**config.mk**
```make
export PLATFORM = sky130hd
export DESIGN_NAME = tmr_clk_select
export DESIGN_NICKNAME = d
export VERILOG_FILES = /design/src/rtl/tmr_clk_select_pkg.sv /design/src/rtl/tmr_presc_taps.sv /design/src/rtl/tmr_ext_edge.sv /design/src/rtl/tmr_clk_select.sv
export SDC_FILE = /design/constraint.sdc
export NUM_CORES = 1
export LEC_CHECK = 0
export BUFFER_PORTS_ARGS = -buffer_cell sky130_fd_sc_hd__buf_2
export CORE_UTILIZATION = 54
export CTS_CLUSTER_SIZE = 25
export DETAILED_ROUTE_END_ITERATION = 12
export PLACE_DENSITY = 0.74
export SYNTH_ARGS = -nofsm -noshare
export SYNTH_HDL_FRONTEND = slang
export SYNTH_HIERARCHICAL = 1
export SYNTH_SLANG_ARGS = --single-unit
```
**constraint.sdc**
```tcl
create_clock -name clk -period 1.7 [get_ports clk]
set_input_delay 0 -clock clk [delete_from_list [all_inputs] [get_ports clk]]
set_output_delay 0 -clock clk [all_outputs]
set_load 0.01 [all_outputs]
```
**src/rtl/tmr_clk_select_pkg.sv**
```systemverilog
package tmr_clk_select_pkg;

    localparam int PRESC_W  = 10;
    localparam int NUM_TAPS = 4;
    localparam int SYNC_W   = 2;

    typedef enum logic [2:0] {
        CS_STOP     = 3'b000,
        CS_DIV1     = 3'b001,
        CS_DIV8     = 3'b010,
        CS_DIV64    = 3'b011,
        CS_DIV256   = 3'b100,
        CS_DIV1024  = 3'b101,
        CS_EXT_FALL = 3'b110,
        CS_EXT_RISE = 3'b111
    } clk_sel_e;

    typedef struct packed {
        logic rise;
        logic fall;
    } ext_edge_t;

    // log2 of the division ratio for each prescaler tap
    function automatic int tap_shift(input int idx);
        case (idx)
            0:       return 3;
            1:       return 6;
            2:       return 8;
            default: return 10;
        endcase
    endfunction

endpackage

```
**src/rtl/tmr_presc_taps.sv**
```systemverilog
module tmr_presc_taps
    import tmr_clk_select_pkg::*;
#(
    parameter int W     = PRESC_W,
    parameter int NTAPS = NUM_TAPS
) (
    input  logic             clk,
    input  logic             rst,
    output logic [NTAPS-1:0] tap_o
);

    logic [W-1:0] cnt_q;

    always_ff @(posedge clk) begin
        if (rst) cnt_q <= '0;
        else     cnt_q <= cnt_q + 1'b1;
    end

    for (genvar i = 0; i < NTAPS; i++) begin : g_tap
        localparam int SH = tap_shift(i);
        logic tap_q;
        // registered: high on the cycle the low SH bits have wrapped to zero
        always_ff @(posedge clk) begin
            if (rst) tap_q <= 1'b0;
            else     tap_q <= (cnt_q[SH-1:0] == {SH{1'b1}});
        end
        assign tap_o[i] = tap_q;

        p_tap_single_r4: assert property (@(posedge clk) disable iff (rst)
            tap_q |=> !tap_q);
    end

endmodule

```
**src/rtl/tmr_ext_edge.sv**
```systemverilog
module tmr_ext_edge
    import tmr_clk_select_pkg::*;
#(
    parameter int STAGES = SYNC_W
) (
    input  logic      clk,
    input  logic      rst,
    input  logic      pin_i,
    output ext_edge_t edge_o
);

    logic [STAGES-1:0] sync_q;
    logic              last_q;

    always_ff @(posedge clk) begin
        if (rst) begin
            sync_q <= '0;
            last_q <= 1'b0;
        end else begin
            sync_q <= {sync_q[STAGES-2:0], pin_i};
            last_q <= sync_q[STAGES-1];
        end
    end

    assign edge_o.rise = sync_q[STAGES-1] & ~last_q;
    assign edge_o.fall = ~sync_q[STAGES-1] & last_q;

    p_edge_excl_r5: assert property (@(posedge clk) disable iff (rst)
        !(edge_o.rise && edge_o.fall));
    p_rise_single_r6: assert property (@(posedge clk) disable iff (rst)
        edge_o.rise |=> !edge_o.rise);
    p_fall_single_r5: assert property (@(posedge clk) disable iff (rst)
        edge_o.fall |=> !edge_o.fall);

endmodule

```
**src/rtl/tmr_clk_select.sv**
```systemverilog
module tmr_clk_select
    import tmr_clk_select_pkg::*;
(
    input  logic       clk,
    input  logic       rst,
    input  logic [2:0] clk_sel_i,
    input  logic       ext_clk_i,
    output logic       count_en_o,
    output logic       running_o
);

    clk_sel_e           sel_q;
    logic [NUM_TAPS-1:0] taps;
    ext_edge_t          ext_edge;
    logic               en_d;

    always_ff @(posedge clk) begin
        if (rst) sel_q <= CS_STOP;
        else     sel_q <= clk_sel_e'(clk_sel_i);
    end

    tmr_presc_taps #(.W(PRESC_W), .NTAPS(NUM_TAPS)) presc_i (
        .clk   (clk),
        .rst   (rst),
        .tap_o (taps)
    );

    tmr_ext_edge #(.STAGES(SYNC_W)) ext_i (
        .clk    (clk),
        .rst    (rst),
        .pin_i  (ext_clk_i),
        .edge_o (ext_edge)
    );

    always_comb begin
        case (sel_q)
            CS_DIV1:     en_d = 1'b1;
            CS_DIV8:     en_d = taps[0];
            CS_DIV64:    en_d = taps[1];
            CS_DIV256:   en_d = taps[2];
            CS_DIV1024:  en_d = taps[3];
            CS_EXT_FALL: en_d = ext_edge.fall;
            CS_EXT_RISE: en_d = ext_edge.rise;
            default:     en_d = 1'b0;
        endcase
    end

    assign count_en_o = en_d;
    assign running_o  = (sel_q != CS_STOP);

    p_stop_quiet_r2: assert property (@(posedge clk) disable iff (rst)
        (sel_q == CS_STOP) |-> !count_en_o);
    p_en_needs_run_r7: assert property (@(posedge clk) disable iff (rst)
        count_en_o |-> running_o);
    p_sel_reset_r1: assert property (@(posedge clk) disable iff (rst)
        $past(rst) |-> (sel_q == CS_STOP));

endmodule

```
==> metrics.md <==
| Metric | Value |
|---|---|
| Final setup fails | `0` |
| DR vias/cell | `5.45` |
| Worst hold path type | `input port to register` |
| Worst setup margin | `0.0767 ns` |
| Leak | `0.000345 uW` |
| Rel. slew slack | `79.1%` |
| CTS buffer count | `3` |
| Worst-margin pin slew | `0.313 ns` |
| Setup crit start kind | `register` |
| Fin area | `892 um^2` |
| Final Non-Filler Cells | `101` |
| Fin nets | `96` |
| Crit path time final | `1.62 ns` |
| Post-layout power | `750 uW` |
| Core region area | `1330 um^2` |
| First-pass GRT wire length | `1760 um` |
| Setup Skew | `0.00173 ns` |
| Die area | `1630 um^2` |
| Max Fanout on Critical Path | `2` |
| CTS clk-pin slew, worst paths | `0.10 ns` |
| Switching Fraction | `21.0%` |
| Wire length per cell | `11.5 um` |
| Largest net degree at the start of global routing | `20` |
| Postcts setup bufs | `0` |
| Share of cells above drive strength 1 | `20.9%` |
| HPWL Detailed | `824 um` |
| Number of core rows | `13` |
| CP endpoint kind | `primary output` |
| Run status | `completed` |
| H-tree depth | `1` |
| Sequential Area | `403 um^2` |
| Final Hold Fails | `0` |
| Root buffer cell | `clkbuf_4` |
| Final WL | `1160 um` |
| Clock power share | `27.6%` |
| Reg2Reg Depth | `4` |
| Width of the chip | `40.4 um` |
| Longest Clk Path Bufs | `2` |
| Seq/Total Area, Yosys | `50.2%` |
| DP Cell Count | `94` |
| Total iterations of the first detailed-routing run | `2` |
| Synth cell types | `24` |
| Global placer's final weighted congestion | `0.730` |
| CTS tree | `built` |
| Max Cap Viol | `0` |
| Place WS | `0.316 ns` |
| CP Data Arrival Time | `1.62 ns` |
| Hold path depth | `2` |
| Grt ovf | `0` |
| Synth Net Count | `85` |
| Area Growth Syn to Fin | `11.9%` |
| Final antenna-violating net count | `0` |
| Post-synth EDFFs | `0` |
| Cell internal pwr | `593 uW` |
| Post-synth top area cell | `dfxtp_1` |
| Vias in the first global route | `441` |
| Skew-Pair Late Insertion Delay | `0.28 ns` |
| Sequential Power Share | `65.6%` |
| Multi-input logic area | `355 um^2` |
| Dpl cell area | `817 um^2` |
| NetSw | `157 uW` |
| Overall Global Routing Usage | `17.1%` |
| RSZ-0062 raised after global routing | `no` |
| IO Port Bufs | `7` |
| PD cells | `841 nW/um^2` |
| Synth top area cells | `dfxtp_1 (50%), nor2b_1 (8.6%), buf_4 (3.8%)` |
| Antenna violations before repair | `0` |
| Initial DRC count | `7` |
| Fin. max-slew vios | `0` |
| Post-synth top flop | `dfxtp_1` |
| Initial Util | `59.8%` |
| Antenna cell count | `0` |
| Logic pwr share | `6.8%` |
| Worst vdd ir | `0.472 mV` |
| Syn_area_per_cell | `10.4 um^2` |
| Die Y-Extent | `40.4 um` |
| Synth top area share | `50.2%` |
| Crit Path Class | `register to primary output` |
| Max Clock Freq | `616 MHz` |
| Ports | `8` |
| Post-Syn Instances | `77` |
| Final cycle utilization of the critical path | `95.5%` |
| Clk sink count | `20` |
| Ys async rst share | `0%` |
| Vias | `550` |
| Synthesized cell area | `797 um^2` |
| Residual DRC count | `0` |
| Number of synthesized register bits | `20` |
| Fillers | `113` |
| Crit path required time | `1.70 ns` |
| Number of synthesis warnings | `6` |
| Setup TNS | `0 ns` |
kinds of logic (layout without fill, tap and decap cells):
| group | after synthesis | count (layout) | synth area share [%] |
|---|---|---|---|
| fa+ha+maj | 2 | 2 | 3.14 |
| simple gates | 32 | 32 | 25.9 |
| xor+xnor | 2 | 2 | 2.20 |
| compound gates | 10 | 10 | 7.22 |
| buf+inv | 8 | 17 | 5.65 |
| mux | 3 | 3 | 5.65 |
| flops | 20 | 20 | 50.2 |
layer usage:
metal | global-route usage [%] | routed length (um) | vias to the layer above | part of all wire (%)
li1 | - | - | 286 | -
met1 | 20.1 | 565 | 259 | 49
met2 | 27.4 | 567 | 3 | 49
met3 | 5.00 | 14 | 2 | 1.2
met4 | 10.0 | 14 | 0 | 1.2
met5 | 0 | 0 | - | 0
cell type report:
| class | instances | area share [%] |
|---|---|---|
| Clock buffer | 3 | 2.52 |
| Multi-Input combinational cell | 49 | 39.8 |
| Timing Repair Buffer | 11 | 9.12 |
| Inverter | 3 | 1.26 |
| Tap cell | 15 | 2.10 |
| Sequential cell | 20 | 45.2 |
power by group through the flow:
stage | registers (uW) | logic, uW | clock network (uW)
2_1_floorplan | 500 | 26.1 | 0
3_3_place_gp | 502 | 40.3 | 0
3_5_place_dp | 503 | 41.9 | 0
4_1_cts | 492 | 49.3 | 220
5_1_grt | 494 | 56.6 | 238
6_report | 492 | 50.9 | 207
sequential cells by signal (all words and copies together) (netlist names):
register / flops
presc_i/cnt_q: 10
sel_q: 3
presc_i/g_tap.tap_q: 4
ext_i/sync_q: 2
ext_i/last_q: 1
synthesized netlist by cell type, types with 2 or more instances:
cell / count
buf_4: 4
nand3_1: 4
a21oi_1: 5
xor2_1: 2
mux2_1: 2
nor2_1: 3
nand2_1: 2
ha_1: 2
o21ai_0: 2
or3_2: 2
dfxtp_1: 20
nor2b_1: 11
or4_1: 3
o31ai_1: 3
inv_1: 3
through the flow:
step           util (%)  hold WS [ns]
2_1_floorplan         -        0.0716
3_3_place_gp       61.3         0.209
3_5_place_dp       61.3         0.216
4_1_cts            65.9        0.0697
5_1_grt            66.9        0.0754
6_report           66.9        0.0745
worst paths after layout:
| path | from | end | slack, ns |
|---|---|---|---|
| min reg2reg | presc_i/cnt_q[9] | presc_i/g_tap[3].tap_q | 0.45 |
| min | rst | presc_i/cnt_q[3] | 0.07 |
| max | ext_i/last_q | count_en_o | 0.08 |
| max reg2reg | presc_i/cnt_q[0] | presc_i/cnt_q[8] | 0.30 |
critical path: stages (launching register included):
cell     delay [ns]
dfxtp_1        0.32
nor2b_1        0.12
mux2_1         0.30
mux4_2         0.47
buf_6          0.14
cell usage in the layout (no fill, tap or decap), drive strengths merged:
master	synthesis	routed
xor2	2	2
dfxtp	20	20
nor2	3	3
nand2	2	2
dlygate4sd3	0	4
buf	4	7
o31ai	3	3
clkbuf	1	3
mux4	1	1
nand4	1	1
or3	3	3
or2b	1	1
mux2	2	2
nor3	1	1
o21ai	2	2
nor4	1	1
or4	3	3
ha	2	2
nor3b	1	1
nand3	4	4
and2	1	1
nor2b	11	11
inv	3	3
a21oi	5	5
repair_timing:
| item | 4_1_cts | 5_1_grt |
|---|---|---|
| hold buffers | 4 | 0 |
| gates resized for setup | 0 | 4 |
| endpoints found under the hold margin | 4 | 0 |
| setup endpoints to repair | 0 | 1 |
Note: power is estimated with default switching activity, not from simulation.
